<file path="src/rtl/rsq_pkg.sv">
package rsq_pkg;

   typedef enum logic [3:0] {
      ST_SLEEP  = 4'd0,
      ST_IDLE   = 4'd1,
      ST_MEAS   = 4'd2,
      ST_PHYRDY = 4'd3,
      ST_RX     = 4'd4,
      ST_TX     = 4'd5
   } rc_state_e;

   typedef enum logic [2:0] {
      K_NONE,
      K_GOTO,
      K_CCA,
      K_CSMA,
      K_PCRST,
      K_FULLRST,
      K_BAD
   } op_kind_e;

   typedef struct packed {
      op_kind_e  kind;
      rc_state_e dest;
   } op_dec_t;

   localparam logic [7:0] OPC_SLEEP   = 8'hB1;
   localparam logic [7:0] OPC_IDLE    = 8'hB2;
   localparam logic [7:0] OPC_PHYRDY  = 8'hB3;
   localparam logic [7:0] OPC_RX      = 8'hB4;
   localparam logic [7:0] OPC_TX      = 8'hB5;
   localparam logic [7:0] OPC_MEAS    = 8'hB6;
   localparam logic [7:0] OPC_CCA     = 8'hB7;
   localparam logic [7:0] OPC_CSMA    = 8'hC1;
   localparam logic [7:0] OPC_PCRST   = 8'hC7;
   localparam logic [7:0] OPC_FULLRST = 8'hC8;

endpackage

</file>
<file path="src/rtl/rsq_decode.sv">
module rsq_decode
   import rsq_pkg::*;
#(
   parameter int OPC_W         = 8,
   parameter bit STRICT_DECODE = 1'b1
) (
   input  logic             valid_i,
   input  logic [OPC_W-1:0] code_i,
   output op_dec_t          dec_o
);

   op_dec_t raw;
   logic    unknown;

   always_comb begin
      raw.kind = K_NONE;
      raw.dest = ST_SLEEP;
      unknown  = 1'b0;
      if (valid_i) begin
         case (code_i)
            OPC_SLEEP:   begin raw.kind = K_GOTO; raw.dest = ST_SLEEP;  end
            OPC_IDLE:    begin raw.kind = K_GOTO; raw.dest = ST_IDLE;   end
            OPC_PHYRDY:  begin raw.kind = K_GOTO; raw.dest = ST_PHYRDY; end
            OPC_RX:      begin raw.kind = K_GOTO; raw.dest = ST_RX;     end
            OPC_TX:      begin raw.kind = K_GOTO; raw.dest = ST_TX;     end
            OPC_MEAS:    begin raw.kind = K_GOTO; raw.dest = ST_MEAS;   end
            OPC_CCA:     raw.kind = K_CCA;
            OPC_CSMA:    raw.kind = K_CSMA;
            OPC_PCRST:   raw.kind = K_PCRST;
            OPC_FULLRST: raw.kind = K_FULLRST;
            default:     unknown  = 1'b1;
         endcase
      end
   end

   generate
      if (STRICT_DECODE) begin : g_strict
         always_comb begin
            dec_o = raw;
            if (unknown) dec_o.kind = K_BAD;
         end
      end else begin : g_lenient
         always_comb begin
            dec_o = raw;
            if (unknown) dec_o.kind = K_NONE;
         end
      end
   endgenerate

   always_comb begin
      if (!valid_i) assert (dec_o.kind == K_NONE)
         else $error("p_idle_decode_r6: decode active without strobe");
   end

endmodule

</file>
<file path="src/rtl/rsq_guard.sv">
module rsq_guard
   import rsq_pkg::*;
(
   input  op_dec_t   dec_i,
   input  rc_state_e state_i,
   input  logic      busy_i,
   output logic      accept_o,
   output logic      reject_o
);

   logic legal;
   logic needs_idle;

   always_comb begin
      legal = 1'b0;
      case (dec_i.kind)
         K_GOTO: legal = (state_i == ST_SLEEP) ? (dec_i.dest == ST_IDLE) : 1'b1;
         K_CCA:  legal = (state_i == ST_RX);
         K_CSMA: legal = (state_i != ST_SLEEP);
         default: legal = 1'b0;
      endcase
   end

   assign needs_idle = (dec_i.kind == K_GOTO) || (dec_i.kind == K_CCA) ||
                       (dec_i.kind == K_CSMA);

   assign accept_o = needs_idle && legal && !busy_i;
   assign reject_o = (needs_idle && !(legal && !busy_i)) || (dec_i.kind == K_BAD);

   always_comb begin
      assert (!(accept_o && reject_o))
         else $error("p_accept_xor_reject_r5: both accept and reject");
   end

endmodule

</file>
<file path="src/rtl/rsq_timer.sv">
module rsq_timer #(
   parameter int CW = 4
) (
   input  logic          clk,
   input  logic          rst_n,
   input  logic          load_i,
   input  logic [CW-1:0] load_val_i,
   input  logic          abort_i,
   output logic          busy_o,
   output logic          done_o
);

   logic [CW-1:0] cnt;

   assign done_o = busy_o && (cnt == '0);

   always_ff @(posedge clk or negedge rst_n) begin
      if (!rst_n) begin
         busy_o <= 1'b0;
         cnt    <= '0;
      end else if (abort_i) begin
         busy_o <= 1'b0;
         cnt    <= '0;
      end else if (load_i) begin
         busy_o <= 1'b1;
         cnt    <= load_val_i;
      end else if (done_o) begin
         busy_o <= 1'b0;
      end else if (busy_o) begin
         cnt <= cnt - 1'b1;
      end
   end

   p_count_down_r3: assert property (@(posedge clk) disable iff (!rst_n)
      (busy_o && cnt != '0 && !load_i && !abort_i) |=> (busy_o && cnt == $past(cnt) - 1'b1))
      else $error("p_count_down_r3");

   p_done_ends_r3: assert property (@(posedge clk) disable iff (!rst_n)
      (done_o && !load_i) |=> !busy_o)
      else $error("p_done_ends_r3");

endmodule

</file>
<file path="src/rtl/radio_state_seq.sv">
module radio_state_seq
   import rsq_pkg::*;
#(
   parameter int SETTLE_CYC    = 4,
   parameter int WAKE_CYC      = 12,
   parameter int CCA_CYC       = 6,
   parameter bit STRICT_DECODE = 1'b1
) (
   input  logic       clk,
   input  logic       rst_n,
   input  logic       cmd_valid_i,
   input  logic [7:0] cmd_code_i,
   input  logic       pkt_evt_i,
   input  logic       chan_busy_i,
   input  logic       csma_done_i,
   output logic       rdy_o,
   output logic [3:0] state_o,
   output logic       cmd_err_o,
   output logic       csma_start_o,
   output logic       cca_clear_o
);

   localparam int MAX_A = (SETTLE_CYC > WAKE_CYC) ? SETTLE_CYC : WAKE_CYC;
   localparam int MAX_D = (MAX_A > CCA_CYC) ? MAX_A : CCA_CYC;
   localparam int CW    = (MAX_D < 2) ? 1 : $clog2(MAX_D);

   generate
      if (SETTLE_CYC < 1) begin : g_bad_settle
         $error("SETTLE_CYC must be at least 1");
      end
      if (WAKE_CYC < 1) begin : g_bad_wake
         $error("WAKE_CYC must be at least 1");
      end
      if (CCA_CYC < 1) begin : g_bad_cca
         $error("CCA_CYC must be at least 1");
      end
   endgenerate

   op_dec_t       dec;
   rc_state_e     state_q;
   rc_state_e     pend_dest;
   logic          pend_cca;
   logic          csma_wait;
   logic          tmr_busy;
   logic          tmr_done;
   logic          busy;
   logic          accept;
   logic          reject;
   logic          full_rst;
   logic          pc_rst;
   logic          tmr_load;
   logic [CW-1:0] tmr_val;

   rsq_decode #(
      .OPC_W         (8),
      .STRICT_DECODE (STRICT_DECODE)
   ) u_decode (
      .valid_i (cmd_valid_i),
      .code_i  (cmd_code_i),
      .dec_o   (dec)
   );

   rsq_guard u_guard (
      .dec_i    (dec),
      .state_i  (state_q),
      .busy_i   (busy),
      .accept_o (accept),
      .reject_o (reject)
   );

   assign full_rst = (dec.kind == K_FULLRST);
   assign pc_rst   = (dec.kind == K_PCRST);
   assign tmr_load = accept && (dec.kind != K_CSMA);

   always_comb begin
      if (dec.kind == K_CCA)
         tmr_val = CW'(CCA_CYC - 1);
      else if (state_q == ST_SLEEP)
         tmr_val = CW'(WAKE_CYC - 1);
      else
         tmr_val = CW'(SETTLE_CYC - 1);
   end

   rsq_timer #(
      .CW (CW)
   ) u_timer (
      .clk        (clk),
      .rst_n      (rst_n),
      .load_i     (tmr_load),
      .load_val_i (tmr_val),
      .abort_i    (full_rst || pc_rst),
      .busy_o     (tmr_busy),
      .done_o     (tmr_done)
   );

   assign busy = tmr_busy || csma_wait;

   always_ff @(posedge clk or negedge rst_n) begin
      if (!rst_n) begin
         state_q      <= ST_SLEEP;
         pend_dest    <= ST_SLEEP;
         pend_cca     <= 1'b0;
         csma_wait    <= 1'b0;
         csma_start_o <= 1'b0;
         cmd_err_o    <= 1'b0;
         cca_clear_o  <= 1'b0;
      end else begin
         csma_start_o <= 1'b0;
         if (full_rst) begin
            state_q     <= ST_SLEEP;
            pend_cca    <= 1'b0;
            csma_wait   <= 1'b0;
            cmd_err_o   <= 1'b0;
            cca_clear_o <= 1'b0;
         end else if (pc_rst) begin
            pend_cca  <= 1'b0;
            csma_wait <= 1'b0;
         end else begin
            if (reject) cmd_err_o <= 1'b1;
            if (accept) begin
               case (dec.kind)
                  K_GOTO: begin
                     pend_dest <= dec.dest;
                     pend_cca  <= 1'b0;
                  end
                  K_CCA:  pend_cca <= 1'b1;
                  K_CSMA: begin
                     csma_wait    <= 1'b1;
                     csma_start_o <= 1'b1;
                  end
                  default: pend_cca <= pend_cca;
               endcase
            end else if (tmr_done) begin
               if (pend_cca) cca_clear_o <= ~chan_busy_i;
               else          state_q     <= pend_dest;
               pend_cca <= 1'b0;
            end else if (csma_wait && csma_done_i) begin
               csma_wait <= 1'b0;
               state_q   <= ST_PHYRDY;
            end else if (!busy && pkt_evt_i &&
                         (state_q == ST_RX || state_q == ST_TX)) begin
               state_q <= ST_PHYRDY;
            end
         end
      end
   end

   assign rdy_o   = ~busy;
   assign state_o = state_q;

   p_reset_state_r1: assert property (@(posedge clk)
      !rst_n |=> (state_o == 4'd0 || !rst_n))
      else $error("p_reset_state_r1");

   p_ready_drops_r3: assert property (@(posedge clk) disable iff (!rst_n)
      (cmd_valid_i && rdy_o && state_o == 4'd4 && cmd_code_i == 8'hB3) |=> !rdy_o)
      else $error("p_ready_drops_r3");

   p_state_hold_busy_r3: assert property (@(posedge clk) disable iff (!rst_n)
      (!rdy_o && !(cmd_valid_i && cmd_code_i == 8'hC8)) |=> (rdy_o || $stable(state_o)))
      else $error("p_state_hold_busy_r3");

   p_sleep_exit_r4: assert property (@(posedge clk) disable iff (!rst_n)
      (state_o == 4'd0) |=> (state_o == 4'd0 || state_o == 4'd1))
      else $error("p_sleep_exit_r4");

   p_err_sticky_r5: assert property (@(posedge clk) disable iff (!rst_n)
      (cmd_err_o && !(cmd_valid_i && cmd_code_i == 8'hC8)) |=> cmd_err_o)
      else $error("p_err_sticky_r5");

   p_start_pulse_r8: assert property (@(posedge clk) disable iff (!rst_n)
      csma_start_o |=> !csma_start_o)
      else $error("p_start_pulse_r8");

   p_full_reset_r10: assert property (@(posedge clk) disable iff (!rst_n)
      (cmd_valid_i && cmd_code_i == 8'hC8) |=> (state_o == 4'd0 && rdy_o && !cmd_err_o))
      else $error("p_full_reset_r10");

   p_pc_reset_r11: assert property (@(posedge clk) disable iff (!rst_n)
      (cmd_valid_i && cmd_code_i == 8'hC7) |=> (rdy_o && $stable(state_o) && $stable(cmd_err_o)))
      else $error("p_pc_reset_r11");

endmodule

</file>
<file path="config.mk">
export PLATFORM = sky130hd
export DESIGN_NAME = radio_state_seq
export DESIGN_NICKNAME = d
export VERILOG_FILES = /design/src/rtl/rsq_pkg.sv /design/src/rtl/rsq_decode.sv /design/src/rtl/rsq_guard.sv /design/src/rtl/rsq_timer.sv /design/src/rtl/radio_state_seq.sv
export SDC_FILE = /design/constraint.sdc
export NUM_CORES = 1
export LEC_CHECK = 0
export BUFFER_PORTS_ARGS = -buffer_cell sky130_fd_sc_hd__buf_2
export CAP_MARGIN = 0
export CORE_MARGIN = 3
export CORE_UTILIZATION = 58
export CTS_CLUSTER_SIZE = 40
export DETAILED_ROUTE_END_ITERATION = 12
export PLACE_DENSITY = 0.94
export SETUP_SLACK_MARGIN = 0.3
export SYNTH_ARGS = -nofsm -noshare
export SYNTH_HDL_FRONTEND = slang
export SYNTH_SLANG_ARGS = --single-unit
</file>
<file path="constraint.sdc">
create_clock -name clk -period 3.65 [get_ports clk]
set_clock_uncertainty 0.2 [all_clocks]
set_input_delay 0.73 -clock clk [delete_from_list [all_inputs] [get_ports clk]]
set_output_delay 0.73 -clock clk [all_outputs]
set_load 0.01 [all_outputs]
</file>
# Yosys cells after proc, flatten, opt, wreduce, memory -nomap -nowiden
# Cells that the tools add are included.
totals:
  elab_cells: 124
  register_bits: 18
  in_bits: 14
  output_inout_bits: 8
classes:
  addsub: 1
  reduce_logical: 37
  muxes: 46
  n_bitwise: 4
  eq_ne: 27
op_table:
  columns: ["cell", "count"]
  rows:
  - ["8-bit equality test (second input constant)", 10]
  - ["4-bit 2-to-1 mux", 13]
  - ["3-bit one-hot mux with 5 select lines", 2]
  - ["1-bit 2-to-1 mux", 27]
  - ["4-bit nonzero test", 4]
  - ["4-bit AND reduction", 3]
  - ["10-bit OR reduction", 1]
  - ["3-bit equality test (second input constant)", 3]
  - ["1-bit logical AND", 9]
  - ["4-bit by 3-bit equality test with 1-bit output (second input constant)", 2]
  - ["4-bit zero test", 2]
  - ["4-bit by 1-bit != test with 1-bit output (second input constant)", 2]
  - ["7-bit 2-to-1 mux", 1]
  - ["3-bit by 2-bit equality test with 1-bit output (second input constant)", 2]
  - ["1-bit logical OR", 6]
  - ["3-bit by 2-bit != test with 1-bit output (second input constant)", 2]
  - ["2-bit AND reduction", 3]
  - ["2-bit nonzero test", 3]
  - ["3-bit nonzero test", 2]
  - ["6-bit OR reduction", 1]
  - ["5-bit by 1-bit != test with 1-bit output (second input constant)", 1]
  - ["4-bit by 1-bit equality test with 1-bit output (second input constant)", 1]
  - ["1-bit inverter", 4]
  - ["4-bit by 1-bit subtractor with 4-bit output (second input constant)", 1]
  - ["other kinds (9)", 10]

# Logic depth before layout (Yosys ltp)
# Gate-level depths: netlist of the first run.
depth:
  ltp_word: 14
  depth_mapped: 8
  mapped_depth_nobuf: 8

# Cells and area by module
# A second synthesis of the first run with hierarchy kept.
hier_totals:
  hier_cells: 138
  area_unflattened_um2: 1301.2
modules_own_cells:
  columns: ["module", "area_each_um2", "cells_each", "n_inst"]
  rows:
  - ["radio_state_seq", 644.4, 62, 1]
  - ["rsq_timer", 317.8, 31, 1]
  - ["rsq_decode", 222.7, 31, 1]
  - ["rsq_guard", 116.4, 14, 1]

# Least setup slack after synthesis of the first run
# Ideal clock, no wire load.
synth_timing:
  path_kind: "input to register"
  startpoint: "in cmd_code_i[2]"
  endpoint: "reg state_q[1] (netlist: state_o[1])"
  arrival_ps: 2090
  slack_ps: 1235
  stages: 7
  cell_sequence: "buf_6 > nor3_2 > a2111oi_4 > and3_4 > a31oi_4 > o211ai_4 > mux2_4"
synth_via:
  elab_chain_cells: 12
synth_rtl:
  columns: ["item", "line_no", "text"]
  rows:
  - ["start: declaration", "radio_state_seq.sv:12", "input logic [7:0] cmd_code_i,"]
  - ["branches (longest 12 deep; another with 8-bit equality test)", null, null]
  - ["end signal: assignment", "radio_state_seq.sv:135", "else state_q <= pend_dest;"]
  - ["end: declaration", "radio_state_seq.sv:40", "rc_state_e state_q;"]
# Several ways; the timed one is not identified.
# A chain may end at the register's enable or synchronous reset.

# Worst setup path in the final report of the first run
layout_timing:
  startpoint: "in cmd_code_i[5]"
  endpoint: "reg state_q[2] (netlist: state_o[2])"
# The elaborated chain is that of the path after synthesis.

==> results of run 1 <==
-- per-layer routing --
metal / vias up / wire [um] / part of all wire [%]
met1: 492 / 1124 / 41
met3: 13 / 202 / 7.4
li1: 478 / - / -
met2: 61 / 1324 / 48
met4: 0 / 96 / 3.5
met5: - / 0 / 0
-- cells by family after synthesis --
logic type	Yosys count	synth area share, %
and+or+nand+nor	51	29.41
xor gates and xnor gates	2	1.525
other	1	0.3265
adders and majority gates	2	2.178
AOI/OAI and AO/OA	33	24.73
muxes	4	4.357
buffers and inverters	5	2.614
DFF	16	34.86
-- layout by cell type, fill, tap and decap left out, drive strengths merged, types with 2 or more instances in the layout --
cell type / n
a211oi: 2
nand4b: 4
nand2: 13
nand4: 3
nand3: 6
and4bb: 2
nand3b: 2
nor3: 5
and3b: 2
mux2i: 2
a2111oi: 2
and4b: 2
dfrtp: 16
inv: 3
a21oi: 11
buf: 20
ha: 2
mux2: 2
nor2: 5
o211ai: 2
o21ai: 8
clkbuf: 3
and3: 3
a31oi: 3
-- metrics by stage --
stage / instance area (um^2) / total power [W] / worst slack, ns
floorplan: 1149 / 0.0004440 / 1.235
global placement: 1261 / 0.0005056 / 1.092
detailed placement: 1261 / 0.0005234 / 1.052
CTS: 1284 / 0.0006155 / 1.351
global route: 1284 / 0.0006603 / 1.263
finish: 1284 / 0.0006170 / 1.348
-- state kept, by name (all words and copies together), names as in the netlist --
| register | cells |
|---|---|
| u_timer.cnt | 4 |
| cca_clear_o | 1 |
| state_o | 3 |
| pend_dest | 3 |
| u_timer.busy_o | 1 |
| csma_start_o | 1 |
| pend_cca | 1 |
| cmd_err_o | 1 |
| csma_wait | 1 |
-- critical path, delay by kind of cell --
family	cells	cell delay (ns)
AO/OA/AOI/OAI	3	0.59
multiplexers	1	0.32
buffers and inverters	1	0.12
AND/OR/NAND/NOR	2	0.52
-- final timing paths --
check / start / endpoint / slack [ns] / depth (start not counted)
setup reg to reg: u_timer.cnt[1] / state_o[2] / 1.48 / 8
hold reg to reg: pend_dest[2] / pend_dest[2] / 0.27 / 2
setup / recovery: cmd_code_i[5] / state_o[2] / 1.35 / 7
hold / removal: rst_n / state_o[0] / 0.14 / 1
max in group asynchronous: rst_n / cmd_err_o / 2.84 / 1
min in group clk: pend_dest[2] / pend_dest[2] / 0.27 / 2
-- area by class of cell --
type                       instances  area, um^2
multi-input combinational         93       718.2
fill                             149       518.0
inverter                           3       11.26
tap                               25       31.28
clock buffer                       3       22.52
timing repair buffer              20       100.1
sequential                        16       400.4
-- power by group through the flow --
stage	Combinational, W	Sequential, W	Clock, W
after global routing	0.000273	0.000283	0.000104
after floorplan	0.000173	0.000271	0
after CTS	0.000246	0.000275	0.0000947
after detailed placement	0.000246	0.000278	0
after global placement	0.000232	0.000273	0
final	0.000248	0.000278	0.0000919
==> impl_metrics.tcl, run 1 <==
set metrics [dict create \
    synth.most_common_cell "dfrtp_1" \
    cts.sinks 16 \
    final-hold-violation-count 0 \
    power.net_switching_w 0.0002432 \
    whs_ns 0.1444 \
    syn_avg_cell_area_um2 10.08 \
    clockBufferDepth 2 \
    grt_start_max_net_pins 17 \
    fin_setup_tns_ns 0 \
    start_util_pct 63.75 \
    cp_max_fo 6 \
    critPathLaunchType "input pin" \
    fmax_mhz 434.4 \
    cts_tree "done" \
    antenna_found_initial 0 \
    drc 0 \
    ys_warn_count 0 \
    wl_per_cell_um 17.18 \
    rsz0062_at_grt "no" \
    grt_usage_pct 24.73 \
    ys_seq_elements 16 \
    worst_slew_pin_slew_ns 0.6252 \
    fin_crit_sh_pct 63.07 \
    cts_made_buffers 3 \
    die_x_um 50.50 \
    holdBufCountCts 0 \
    switching_share_pct 39.42 \
    first_pass_iters 4 \
    fp-row-count 15 \
    use_met2_pct 41.30 \
    dieArea_um2 2550 \
    area_growth_pct 11.76 \
    synthTopCellsByArea "dfrtp_1 (35%), a21oi_1 (4.4%), nand2_1 (4.2%)" \
    cp.required_ns 3.63 \
    grt_pass1_vias 962 \
    vias 1044 \
    h-tree-depth 1 \
    drv_slew 0 \
    synth_cells 114 \
    synth_common_cells "dfrtp_1 (16), nand2_1 (13), a21oi_1 (10), nand3_1 (6), o21ai_0 (6)" \
    p_clk_share_pct 14.9 \
    slew_headroom_pct 58.32 \
    io_buffers 20 \
    syn_nets 130 \
    min_path_type "in -> async" \
    drive_gt1_share_pct 29.63 \
    core_um2 1802 \
    ant_nets 0 \
    avgViaCountPerCell 6.525 \
    period_needed_ns 2.302 \
    synthArstFlopShare_pct 100.0 \
    leakage_nw 0.5784 \
    synth_top_area_share_pct 34.86 \
    pwr-share-seq_pct 45.0 \
    cp-end-kind "flop" \
    final_util_pct 71.25 \
    synth_edf_count 0 \
    setup_viol 0 \
    worst-setup-path-type "in -> reg" \
    crit_chain "buf_2, and4bb_2, nand3_1, o21ai_1, a31oi_4, o211ai_4, mux2_4" \
    ys.flop_type "dfrtp_1" \
    status "finished, final reports clean" \
    synth_largest_area_cell "dfrtp_1" \
    final_cells 160 \
    n_antenna_cell 0 \
    ys_seq_area_share_pct 34.86 \
    netlist_area_um2 1149 \
    nets 153 \
    overflow 0 \
    grt-busiest-layer "met2" \
    crit_arrival_ns 2.28 \
    clk_latency_ns 0.29 \
    root_buffer "clkbuf_4" \
    postCtsSetupBuffers 0 \
    ios 22 \
    p_comb_share_pct 40.1 \
    post_cts_resize_count 0 \
    max_cap_violations 0 \
    clkSlewWorstSetupHoldPaths_ns 0.09 \
    cpPeakStageDelay_ns 0.35 \
    drt_wl_total_um 2748 \
    gr-usage-met1_pct 31.17 \
    die_h_um 50.50 \
    ir_worst_vdd_mv 0.2568 \
    grt_pass1_wl_um 4698 \
    ys_types 45 \
    grt_use_met3_pct 4.154 \
    cellPowerDensity_nw_per_um2 480.6 \
    gp_congestion 0.9149 \
    intPower_w 0.0003738 \
    cp_slowest_cell "and4bb_2" \
    drt_iter0_markers 52 \
    dp_hpwl_um 2114 \
    dp_cells 157 \
]
Power figures use the tool's default switching activity.
==> run 2: changes to the inputs <==
- CORE_UTILIZATION: 58 -> 49
- PLACE_DENSITY: 0.94 -> 0.86
- clock period: 3.65 -> 2.1 ns (I/O delays scaled with it)
==> run 2 against run 1 <==
  * Via count is 15% higher
  * Critical path type is now reg -> reg
  * Setup slack got worse by 1.3 ns
  * Largest power group is now combinational logic
  * Combinational power grew to 3.0 times the previous value
==> impl_metrics.tcl, run 2 (same netlist as run 1, synthesis figures left out) <==
set metrics [dict create \
    drt_iter0_markers 65 \
    die_x_um 54.42 \
    cp_max_fo 3 \
    dr.max_layer_used "met4" \
    final_util_pct 79.03 \
    grt_start_max_net_pins 17 \
    first_pass_iters 4 \
    layout_commonest_cell "buf_4" \
    cp_slowest_cell "dfrtp_2" \
    gp_congestion 0.9300 \
    ant_nets 0 \
    core_um2 2082 \
    cts.sinks 16 \
    grt_usage_pct 24.90 \
    cts_tree "done" \
    reg2reg_depth 6 \
    switching_share_pct 38.89 \
    vias 1197 \
    start_util_pct 55.17 \
    fp-row-count 16 \
    grt_pass1_wl_um 5333 \
    io_buffers 20 \
    status "finished, final reports clean" \
    clkSlewWorstSetupHoldPaths_ns 0.10 \
    period_needed_ns 2.018 \
    setup_slack_ns 0.08227 \
    drv_slew 0 \
    dp_slack_ns -0.03458 \
    final_area_um2 1645 \
    clockBufferDepth 2 \
    worst-setup-path-type "reg -> reg" \
    place_area_um2 1399 \
    dieArea_um2 2961 \
    wl_per_cell_um 19.02 \
    cts_made_buffers 3 \
    final-hold-violation-count 0 \
    p_clk_share_pct 14.7 \
    n_antenna_cell 0 \
    area_growth_pct 43.25 \
    fillers 143 \
    intPower_w 0.0008807 \
    dp_cells 173 \
    drc 0 \
    crit_chain "nor3_4, a2111oi_4, and3_4, a31oi_4, o211ai_4, mux2_4" \
    ios 22 \
    final_cells 195 \
    setup_viol 0 \
    grt_pass1_vias 1155 \
    overflow 0 \
    power.net_switching_w 0.0005606 \
    pwr-share-seq_pct 33.6 \
    worst_hold_path.num_cells 2 \
    root_buffer "clkbuf_4" \
    nets 185 \
    p_total_w 0.001441 \
    p_comb_share_pct 51.7 \
    die_h_um 54.42 \
    cp.required_ns 2.09 \
    most-common-layout-cells "buf_4 (28), buf_2 (20), dfrtp_1 (13), nand2_1 (12)" \
    ir_worst_vdd_mv 0.6062 \
    fmax_mhz 495.6 \
    dp_hpwl_um 2236 \
    drt_wl_total_um 3708 \
    max_cap_violations 0 \
    antenna_found_initial 0 \
    leakage_nw 0.7648 \
    cp-end-kind "flop" \
    dr_wl_met2_um 1776 \
    clk_latency_ns 0.29 \
    largest_reg_flops 4 \
    crit_arrival_ns 2.01 \
    critPathLaunchType "flop" \
    wl_met3_um 290 \
    rsz0062_at_grt "yes" \
    wl_met1_um 1545 \
    fin_crit_sh_pct 96.08 \
    regMostFlops "u_timer.cnt" \
    drive_gt1_share_pct 55.36 \
    cpPeakStageDelay_ns 0.44 \
    cellPowerDensity_nw_per_um2 876.0 \
    avgViaCountPerCell 6.138 \
    min_path_type "in -> reg" \
    h-tree-depth 1 \
]
-- run 2: path summary, 6_finish.rpt --
path	start	to	slack [ns]
setup / recovery	state_o[2]	state_o[1]	0.08
hold / removal	chan_busy_i	cca_clear_o	0.08
setup reg to reg	state_o[2]	state_o[1]	0.08
hold reg to reg	pend_dest[1]	pend_dest[1]	0.30
max in group asynchronous	rst_n	u_timer.busy_o	1.06
min in group asynchronous	rst_n	state_o[0]	0.35
-- run 2: timing repair --
action	CTS	global route
setup endpoints to repair	9	16
gates resized for setup	8	12
buffers inserted	12	5
hold buffers	1	0
cloned	0	0
pin swaps	9	5
hold endpoints to repair	16	0
-- run 2: worst max-delay path, delay by kind of cell, from the launching register on --
kind	cells	cell delay, ns
simple gates	2	0.53
flops	1	0.44
compound gates	3	0.43
mux	1	0.31
-- run 2: layout make-up --
| class | count | area (um^2) | area share (%) |
|---|---|---|---|
| well taps | 27 | 33.78 | 2.053 |
| flip-flops and latches | 16 | 404.1 | 24.56 |
| multi-input cells | 93 | 805.8 | 48.97 |
| repair buffers | 52 | 354.1 | 21.52 |
| inverters | 3 | 11.26 | 0.6844 |
| clock buffers | 4 | 36.28 | 2.205 |
-- run 2: per-stage QoR --
| stage | TNS (ns) | hold WS (ns) |
|---|---|---|
| 6_report | 0 | 0.08045 |
| 2_1_floorplan | 0 | -0.07559 |
| 5_1_grt | 0 | 0.08889 |
| 3_5_place_dp | -0.07690 | 0.1484 |
| 3_3_place_gp | 0 | 0.1512 |
| 4_1_cts | 0 | 0.07854 |
-- run 2: layer usage --
metal,up-vias,global-route usage [%]
met3,8,3.815
met2,85,40.44
met4,0,9.129
met1,563,33.22
li1,541,-
met5,-,0
-- run 2: power groups by stage --
stage / clock network [W] / registers (W) / logic [W]
final: 0.000212 / 0.000485 / 0.000745
after floorplan: 0 / 0.000473 / 0.000309
after global routing: 0.000228 / 0.000488 / 0.000794
after global placement: 0 / 0.000480 / 0.000450
after detailed placement: 0 / 0.000485 / 0.000474
after CTS: 0.000212 / 0.000475 / 0.000598
